[config.mk]
export PLATFORM = sky130hd
export DESIGN_NAME = rx_err_fifo
export DESIGN_NICKNAME = d
export VERILOG_FILES = /design/src/rtl/rxef_pkg.sv /design/src/rtl/rxef_ctrl.sv /design/src/rtl/rxef_data.sv /design/src/rtl/rx_err_fifo.sv
export SDC_FILE = /design/constraint.sdc
export NUM_CORES = 1
export LEC_CHECK = 0
export BUFFER_PORTS_ARGS = -buffer_cell sky130_fd_sc_hd__clkbuf_2
export CORE_MARGIN = 2
export CORE_UTILIZATION = 30
export DETAILED_ROUTE_END_ITERATION = 6
export PLACE_DENSITY = 0.55
export SYNTH_ARGS = -nofsm -noshare
export SYNTH_HDL_FRONTEND = slang
export SYNTH_SLANG_ARGS = --single-unit
[constraint.sdc]
create_clock -name clk -period 5.63 [get_ports clk]
set_clock_uncertainty 0.2 [all_clocks]
set_input_delay 0 -clock clk [delete_from_list [all_inputs] [get_ports clk]]
set_output_delay 0 -clock clk [all_outputs]
set_load 0.005 [all_outputs]
[src/rtl/rxef_pkg.sv]
package rxef_pkg;

  // Per-cycle strobes from control to the datapath.
  typedef struct packed {
    logic push;   // accepted write
    logic pop;    // accepted read
    logic clear;  // synchronous flush
  } rxefStrobe_t;

endpackage

[src/rtl/rxef_ctrl.sv]
module rxef_ctrl
  import rxef_pkg::*;
#(
  parameter int DEPTH = 64
) (
  input  logic                          clk,
  input  logic                          rst_n,
  input  logic                          pushReq,
  input  logic                          popReq,
  input  logic                          clearReq,
  output rxefStrobe_t                   strobe,
  output logic [$clog2(DEPTH)-1:0]      wrPtr,
  output logic [$clog2(DEPTH)-1:0]      rdPtr,
  output logic [$clog2(DEPTH+1)-1:0]    level,
  output logic                          full,
  output logic                          empty,
  output logic                          overrun
);

  localparam int PW = $clog2(DEPTH);
  localparam int LW = $clog2(DEPTH + 1);

  function automatic logic [PW-1:0] nextPtr(input logic [PW-1:0] p);
    return (p == PW'(DEPTH - 1)) ? '0 : p + PW'(1);
  endfunction

  assign full  = (level == LW'(DEPTH));
  assign empty = (level == '0);

  always_comb begin
    strobe.clear = clearReq;
    strobe.push  = pushReq && !full  && !clearReq;
    strobe.pop   = popReq  && !empty && !clearReq;
  end

  always_ff @(posedge clk or negedge rst_n) begin
    if (!rst_n) begin
      wrPtr   <= '0;
      rdPtr   <= '0;
      level   <= '0;
      overrun <= 1'b0;
    end else if (strobe.clear) begin
      wrPtr   <= '0;
      rdPtr   <= '0;
      level   <= '0;
      overrun <= 1'b0;
    end else begin
      if (strobe.push) wrPtr <= nextPtr(wrPtr);
      if (strobe.pop)  rdPtr <= nextPtr(rdPtr);
      case ({strobe.push, strobe.pop})
        2'b10:   level <= level + LW'(1);
        2'b01:   level <= level - LW'(1);
        default: level <= level;
      endcase
      if (pushReq && full) overrun <= 1'b1;
    end
  end

  // Occupancy never exceeds capacity.
  p_no_overflow_r3: assert property (@(posedge clk) disable iff (!rst_n)
    level <= LW'(DEPTH));

  // A write into a full queue does not raise the level.
  p_full_drop_r3: assert property (@(posedge clk) disable iff (!rst_n)
    (full && pushReq && !clearReq) |=> (level <= $past(level)) && overrun);

  // A read from an empty queue leaves it empty.
  p_empty_pop_r4: assert property (@(posedge clk) disable iff (!rst_n)
    (empty && popReq && !pushReq && !clearReq) |=> empty);

  // Flush returns to the empty state.
  p_clear_state_r11: assert property (@(posedge clk) disable iff (!rst_n)
    clearReq |=> (empty && !overrun && wrPtr == rdPtr));

endmodule

[src/rtl/rxef_data.sv]
module rxef_data
  import rxef_pkg::*;
#(
  parameter int DEPTH = 64,
  parameter int DW    = 8
) (
  input  logic                          clk,
  input  logic                          rst_n,
  input  rxefStrobe_t                   strobe,
  input  logic [$clog2(DEPTH)-1:0]      wrPtr,
  input  logic [$clog2(DEPTH)-1:0]      rdPtr,
  input  logic [DW-1:0]                 wrData,
  input  logic                          wrPar,
  input  logic                          wrFrm,
  output logic [DW-1:0]                 rdData,
  output logic                          rdPar,
  output logic                          rdFrm,
  output logic [$clog2(DEPTH+1)-1:0]    parCnt,
  output logic [$clog2(DEPTH+1)-1:0]    frmCnt
);

  localparam int CW     = $clog2(DEPTH + 1);
  localparam int NKINDS = 2;  // 0: parity, 1: framing

  logic [DW-1:0]     memData [DEPTH];
  logic [NKINDS-1:0] memFlag [DEPTH];

  logic [NKINDS-1:0] flagIn;
  logic [NKINDS-1:0] flagOut;
  logic [CW-1:0]     errCnt [NKINDS];

  assign flagIn = {wrFrm, wrPar};

  always_ff @(posedge clk) begin
    if (strobe.push) begin
      memData[wrPtr] <= wrData;
      memFlag[wrPtr] <= flagIn;
    end
  end

  assign rdData  = memData[rdPtr];
  assign flagOut = memFlag[rdPtr];
  assign rdPar   = flagOut[0];
  assign rdFrm   = flagOut[1];

  for (genvar g = 0; g < NKINDS; g++) begin : g_cnt
    logic incr, decr;
    assign incr = strobe.push && flagIn[g];
    assign decr = strobe.pop  && flagOut[g];

    always_ff @(posedge clk or negedge rst_n) begin
      if (!rst_n)            errCnt[g] <= '0;
      else if (strobe.clear) errCnt[g] <= '0;
      else begin
        case ({incr, decr})
          2'b10:   errCnt[g] <= errCnt[g] + CW'(1);
          2'b01:   errCnt[g] <= errCnt[g] - CW'(1);
          default: errCnt[g] <= errCnt[g];
        endcase
      end
    end

    // Count moves by at most one per cycle; equal in and out holds it.
    p_cnt_step_r7: assert property (@(posedge clk) disable iff (!rst_n)
      (!strobe.clear && strobe.push && strobe.pop && flagIn[g] && flagOut[g])
        |=> (errCnt[g] == $past(errCnt[g])));

    // Flush zeroes the count.
    p_cnt_clear_r11: assert property (@(posedge clk) disable iff (!rst_n)
      strobe.clear |=> (errCnt[g] == '0));
  end

  assign parCnt = errCnt[0];
  assign frmCnt = errCnt[1];

endmodule

[src/rtl/rx_err_fifo.sv]
module rx_err_fifo
  import rxef_pkg::*;
#(
  parameter int DEPTH = 64,
  parameter int DW    = 8
) (
  input  logic                          clk,
  input  logic                          rst_n,
  input  logic                          fifoClear,
  input  logic                          pushValid,
  input  logic [DW-1:0]                 pushData,
  input  logic                          pushParErr,
  input  logic                          pushFrmErr,
  input  logic                          popReq,
  output logic [DW-1:0]                 headData,
  output logic                          headParErr,
  output logic                          headFrmErr,
  output logic                          fifoEmpty,
  output logic                          fifoFull,
  output logic [$clog2(DEPTH+1)-1:0]    fillLevel,
  output logic                          overrun,
  output logic                          rxErr,
  output logic [15:0]                   statusWord
);

  localparam int PW = $clog2(DEPTH);
  localparam int LW = $clog2(DEPTH + 1);
  localparam int FW = (PW > 6) ? 6 : PW;  // status field width

  rxefStrobe_t    strobe;
  logic [PW-1:0]  wrPtr, rdPtr;
  logic [LW-1:0]  parCnt, frmCnt;

  rxef_ctrl #(.DEPTH(DEPTH)) i_ctrl (
    .clk      (clk),
    .rst_n    (rst_n),
    .pushReq  (pushValid),
    .popReq   (popReq),
    .clearReq (fifoClear),
    .strobe   (strobe),
    .wrPtr    (wrPtr),
    .rdPtr    (rdPtr),
    .level    (fillLevel),
    .full     (fifoFull),
    .empty    (fifoEmpty),
    .overrun  (overrun)
  );

  rxef_data #(.DEPTH(DEPTH), .DW(DW)) i_data (
    .clk    (clk),
    .rst_n  (rst_n),
    .strobe (strobe),
    .wrPtr  (wrPtr),
    .rdPtr  (rdPtr),
    .wrData (pushData),
    .wrPar  (pushParErr),
    .wrFrm  (pushFrmErr),
    .rdData (headData),
    .rdPar  (headParErr),
    .rdFrm  (headFrmErr),
    .parCnt (parCnt),
    .frmCnt (frmCnt)
  );

  // Full-width counts drive the summary flag, so a wrapped field still flags.
  assign rxErr = (parCnt != '0) || (frmCnt != '0);

  always_comb begin
    statusWord         = '0;
    statusWord[8 +: FW] = parCnt[FW-1:0];
    statusWord[0 +: FW] = frmCnt[FW-1:0];
  end

  // Error counts are bounded by occupancy.
  p_cnt_bound_r5: assert property (@(posedge clk) disable iff (!rst_n)
    (parCnt <= fillLevel) && (frmCnt <= fillLevel));

  // A flagged entry implies a non-empty queue.
  p_err_nonempty_r10: assert property (@(posedge clk) disable iff (!rst_n)
    rxErr |-> !fifoEmpty);

endmodule

After elaboration in Yosys (flattened, before gate mapping) --
Memory sizes are Yosys's and may differ from the RTL's. Cells that the tools add are included.
Storage, ports and cells: register bits after elaboration 34, latch bits 0, bits in writable memories 640, ROM bits 0, bits of input ports 15, word-level logic and storage cells 63, memories kept 2
Memories:
- i_data.memData | words 64, width 8, read ports 1, clocked after memory_dff 0, write ports 1, RTL line rxef_data.sv:25 | logic [DW-1:0] memData [DEPTH];
- i_data.memFlag | words 64, width 2, read ports 1, clocked after memory_dff 0, write ports 1, RTL line rxef_data.sv:26 | logic [NKINDS-1:0] memFlag [DEPTH];
Cells by class: add/sub/neg operators 8, multiply operators 0, div/mod/pow operators 0, magnitude comparators 0, equal/unequal tests 9, shift operators 0, multiplexer cells 16, bitwise operators 0, reductions and logical operators 22
Operators with widths (number):
- one-hot mux 7 bit (2 select lines) | 3
- 2-to-1 mux 6 bit | 6
- adder 7 x 1 -> 7 bit (second input constant) | 3
- 2-to-1 mux 7 bit | 3
- subtractor 7 x 1 -> 7 bit (second input constant) | 3
- nonzero test 7 bit | 2
- adder 6 x 1 -> 6 bit (second input constant) | 2
- equality test 6 bit (second input constant) | 2
- logical AND 1 bit | 9
- nonzero test 3 bit | 3
- equality test 7 bit (second input constant) | 1
- logical NOT 7 bit | 1
- equality test 2 x 1 -> 1 bit (second input constant) | 3
- equality test 2 bit (second input constant) | 3
- nonzero test 2 bit | 3
- 2-to-1 mux 1 bit | 4
- logical NOT 1 bit | 3
- logical OR 1 bit | 1

Longest topological paths before layout --
depth after elaboration 8, depth in mapped cells 17

Cells and area by module --
From an unflattened synthesis, not the netlist that was laid out.
Second synthesis, totals: cells, all modules 1323, area, all modules 27296.2 um^2
By module, submodules not included:
- rxef_data | times used 1, cells an instance 1171, area each 25924.9 um^2
- rxef_ctrl | times used 1, cells an instance 142, area each 1308.8 um^2
- rx_err_fifo | times used 1, cells an instance 10, area each 62.6 um^2

Worst setup path after synthesis --
Ideal clock, no wire load.
path type flip-flop to flip-flop, from reg i_ctrl.rdPtr[1], to reg i_data.errCnt, in the netlist i_data.parCnt[6], setup time 0.128 ns, arrival 3.497 ns, slack 1.806 ns, stages on the path, launching flop included 16, clock period less this slack 3.824 ns, path through dfrtp_1 -> buf_6 -> buf_8 -> mux4_2 -> a21oi_2 -> a31oi_1 -> a22oi_4 -> a21oi_1 -> fa_1 -> a21o_1 -> a21oi_1 -> o21bai_1 -> a21oi_1 -> nor2_1 -> a22oi_1 -> mux2_1
Between the ends: cells in the longest elaborated chain, start to end 5
RTL lines:
- start, declared | RTL line rxef_ctrl.sv:13 | output logic [$clog2(DEPTH)-1:0] rdPtr,
- start signal, assigned | RTL line rxef_ctrl.sv:49 | if (strobe.pop) rdPtr <= nextPtr(rdPtr);
- memory (64 x 2 bit) (*)
- logical AND 1 bit (*) | RTL line rxef_data.sv:49 | assign decr = strobe.pop && flagOut[g];
- equality test 2 x 1 -> 1 bit / equality test 2 bit (equally long branches) | RTL line rxef_data.sv:55 | case ({incr, decr})
- one-hot mux 7 bit (2 select lines) | RTL line rxef_data.sv:55
- 2-to-1 mux 7 bit | RTL line rxef_data.sv:53 | else if (strobe.clear) errCnt[g] <= '0;
- end signal, assigned by index | RTL line rxef_data.sv:56 | 2'b10: errCnt[g] <= errCnt[g] + CW'(1);
- end signal, assigned by index | RTL line rxef_data.sv:57 | 2'b01: errCnt[g] <= errCnt[g] - CW'(1);
- end signal, assigned by index | RTL line rxef_data.sv:58 | default: errCnt[g] <= errCnt[g];
- end, declared | RTL line rxef_data.sv:30 | logic [CW-1:0] errCnt [NKINDS];
Mark *: on every way between the ends. The rest lies on a longest branch, timed or not. A chain may end at the register's enable or synchronous reset.

Worst setup path after layout --
Same ends and word-level chain as after synthesis.

==> results by group <==
Worst hold path
  • WHS Path Cells: 2
  • Worst min-delay path startpoint: pushData[1]
  • Hold Path End: i_data.memData[57][1]
  • Hold Path Class: input pin to flip-flop

Die
  • Core area: between 90000 and 100000 sq um
  • Ports: between 50 and 60
  • Row count: 110
  • Die X: 305 microns
  • Starting density of the core: a little under a third
  • Die H: between 300 and 400 microns
  • Die area: about 93000 sq um

Global routing
  • Vias in the first global route: 13.4k
  • Total global-route track usage: 13.9%
  • Grt total ovfl: 0
  • Wire length of the first global-routing pass: around 94000 microns
  • Largest net degree at the start of global routing: 67
  • Initial antenna violation count: 8

Worst setup path
  • Reg2Reg Depth: 15
  • Arr. time, crit path: a little under 5 ns
  • Setup CP Type: flip-flop to flip-flop
  • Startpoint type of the worst setup path: flip-flop
  • Critical path capture point type: flip-flop
  • Reg2reg start: i_ctrl.rdPtr[1]
  • Reg2Reg Setup Slack: between 0.9 and 1 ns
  • Critical Path RT: roughly 5.9 ns
  • CP Launch Point: i_ctrl.rdPtr[1]
  • Reg-to-reg endpoint: i_data.parCnt[6]
  • Crit-path max FO: 19

Layout
  • Final design utilization: about a third
  • Synthesis-to-layout area growth: 15.3%
  • Nets: roughly 1.4k
  • Share of cells above drive strength 1: around 29%

Synthesis
  • Synth Register Bits: just under 700
  • Sequential-to-total area share from yosys stat: between 70% and 80%
  • Synth async-reset ratio: under 10%
  • Unique masters post-synth: 65
  • Synth Cell Area: approximately 27000 sq um
  • Synth Flop Type: edfxtp_1
  • Synthesized instance count: roughly 1.3k
  • Number of synthesis warnings: 0
  • EDFF count, synth: 640
  • Avg Inst Size Synth: ~21 sq um

Timing
  • Least-Margin Pin Slew: 1.32 ns
  • Final TNS setup: 0 ns
  • Max Clk Rate: about 0.21 GHz
  • Unrepaired setup endpoints after global routing: no
  • Post-layout min period: ~4.7 ns
  • PnR worst setup slack: 0.952 ns
  • WHS: approximately 0.009 ns
  • Final hold vios: 0
  • Worst slew margin: approximately an eighth
  • Period utilization: a little over 80%
  • Slew Viols, Final: 0
  • Setup-failing EPs final: 0

Routing
  • DR iter-0 viols: roughly 1.3k
  • First-pass iteration count of the detailed router: 5
  • # DRC: 0
  • Post-route ant nets: 0
  • DR vias: about 13k
  • DR vias/cell: ~5.0
  • Wirelength per Cell: 24.3 microns
  • WL final: 64200 microns

Clock network
  • Number of CTS-inserted buffers: 73
  • Max Root-Sink Buffers: 3
  • # clock sinks: 674
  • Clock latency on the worst-skew pair: 0.62 ns
  • H-tree Lvls: 3
  • CTS tree: yes
  • Clock Root Buffer: clkbuf_16
  • Clock-pin slew on the worst setup and hold paths: 0.06 ns

Power
  • Clock power share: 37.4%
  • VDD IR max: 0.000273 V
  • Sequential share of power: between 40 and 50%
  • P_sw: ~0.0032 W
  • Comb pwr share: between 10% and 20%
  • Sw Ratio: about a quarter
  • Cell area power density: about 400 nW/um^2
  • Leak: 9.81 nW
  • Int Pwr: slightly above 0.009 W

Place
  • Worst slack, placed: approximately 0.93 ns
  • Port Buffers: between 40 and 50
  • GPL Wtd Cong: about 0.76
  • DP HPWL: between 30000 and 40000 microns

Run status
  • Outcome: completed

Job
  • MaxCap Viol Count: 0
[metal layers]
metal	routed length, microns	global-route usage (%)	vias up
met2	31400	22.5	384
met4	1500	4.53	4
li1	-	-	5593
met3	3950	2.46	97
met5	23	0	-
met1	27400	18.9	7099
[synth_stat cells, types with 3 or more instances]
| master | instances | area (sq um) |
|---|---|---|
| ha_1 | 17 | 213 |
| inv_1 | 10 | 37.5 |
| a21o_1 | 6 | 45.0 |
| xor2_1 | 5 | 43.8 |
| dfrtp_1 | 34 | 851 |
| nor2_1 | 95 | 357 |
| fa_1 | 3 | 60.1 |
| o21ai_0 | 7 | 35.0 |
| nand4_1 | 3 | 18.8 |
| nand3b_1 | 7 | 52.6 |
| nand2_1 | 23 | 86.3 |
| buf_2 | 30 | 150 |
| o22ai_1 | 3 | 18.8 |
| mux2_2 | 3 | 33.8 |
| edfxtp_1 | 640 | 19200 |
| nor2b_1 | 7 | 43.8 |
| mux2i_1 | 18 | 180 |
| buf_1 | 5 | 18.8 |
| o31ai_1 | 5 | 37.5 |
| o21ai_1 | 5 | 25.0 |
| clkbuf_1 | 31 | 116 |
| mux2_1 | 3 | 33.8 |
| nor4_1 | 6 | 37.5 |
| o21bai_1 | 6 | 45.0 |
| or3b_2 | 3 | 26.3 |
| and2_1 | 5 | 31.3 |
| buf_6 | 6 | 67.6 |
| a21oi_1 | 23 | 115 |
| nand3_1 | 17 | 85.1 |
| a31oi_1 | 3 | 18.8 |
| or3_1 | 7 | 43.8 |
| buf_4 | 16 | 120 |
| xnor2_1 | 15 | 131 |
| a22oi_1 | 3 | 22.5 |
| mux4_2 | 194 | 4370 |
[cell usage in the layout, fill, tap and decap left out, types with 5 or more instances in the layout]
master | netlist | layout
buf_4 | 16 | 54
nor2b_1 | 7 | 7
clkinv_1 | 0 | 19
o21bai_1 | 6 | 6
mux4_2 | 194 | 194
o21ai_0 | 7 | 7
bufinv_16 | 0 | 6
clkbuf_1 | 31 | 12
ha_1 | 17 | 17
a21o_1 | 6 | 6
dlygate4sd3_1 | 0 | 15
nand3b_1 | 7 | 7
dfrtp_1 | 34 | 30
a21oi_1 | 23 | 23
edfxtp_1 | 640 | 640
clkbuf_16 | 0 | 74
nor2_1 | 95 | 95
mux2i_1 | 18 | 18
inv_1 | 10 | 10
xor2_1 | 5 | 5
nand2_1 | 23 | 23
xnor2_1 | 15 | 15
clkinv_2 | 0 | 11
o21ai_1 | 5 | 5
nand3_1 | 17 | 17
o31ai_1 | 5 | 5
or3_1 | 7 | 7
and2_1 | 5 | 5
clkbuf_2 | 0 | 47
[metrics by stage]
step,power (W),cell area [sq um],instances
after global placement,0.00790,28900,2495
final,0.0124,31400,2642
after global routing,0.0129,31400,2641
after CTS,0.0126,31400,2641
after detailed placement,0.00793,28900,2495
after floorplan,0.00722,27200,1306
[area by class of cell]
class / count / area [sq um]
multi-input cells: 532 / 6660
flip-flops and latches: 674 / 20100
diodes: 1 / 2.50
clock buffers: 86 / 1900
inverters: 11 / 41.3
repair buffers: 118 / 831
well taps: 1176 / 1470
clock inverters: 44 / 405
fillers: 8431 / 58600
[flip-flops by register name, summed over array words and instances, names as in the netlist]
signal and flops:
i_ctrl.level 7, i_ctrl.overrun 1, i_ctrl.rdPtr 6, i_ctrl.wrPtr 6
i_data.frmCnt 7, i_data.memData 512, i_data.memFlag 128, i_data.parCnt 7
[how the worst max path moves through the flow]
| stage | endpoint | slack (ns) |
|---|---|---|
| 2_1_floorplan | i_data.parCnt[6] | 1.81 |
| 3_3_place_gp | i_data.parCnt[6] | 0.97 |
| 3_5_place_dp | i_data.parCnt[6] | 0.93 |
| 4_1_cts | i_data.parCnt[6] | 0.91 |
| 5_1_grt | i_data.parCnt[6] | 0.67 |
| 6_report | i_data.parCnt[6] | 0.95 |
[critical path: stages, from the launching register on]
cell      delay [ns]
dfrtp_4         0.63
buf_12          0.24
buf_4           0.17
mux4_2          0.49
mux2i_1         0.28
a221oi_2        0.16
a22oi_4         0.33
a21oi_1         0.23
fa_1            0.56
a21o_1          0.18
a21oi_1         0.21
o21bai_1        0.09
a21oi_1         0.19
nor2_1          0.06
a22oi_1         0.17
mux2_1          0.35
[power by group through the flow]
stage	Sequential (W)	Clock (W)	Combinational [W]
2_1_floorplan	0.00572	0	0.00150
3_3_place_gp	0.00581	0	0.00209
3_5_place_dp	0.00582	0	0.00211
4_1_cts	0.00571	0.00475	0.00213
5_1_grt	0.00573	0.00496	0.00223
6_report	0.00571	0.00464	0.00208
[logic make-up after synthesis]
family | Yosys count | synth area share (%)
compound gates | 81 | 2.17
xor+xnor | 21 | 0.745
other cells | 1 | 0.0138
fa+ha+maj | 20 | 1.00
simple gates | 186 | 3.23
flops | 674 | 73.7
buf+inv | 100 | 1.94
mux | 220 | 17.2
[what timing repair did]
action | CTS | global route
resized for setup | 0 | 0
setup buffers | 0 | 0
hold buffers | 16 | 0
endpoints found under the hold margin | 580 | 0
(Power assumes the default switching activity.)
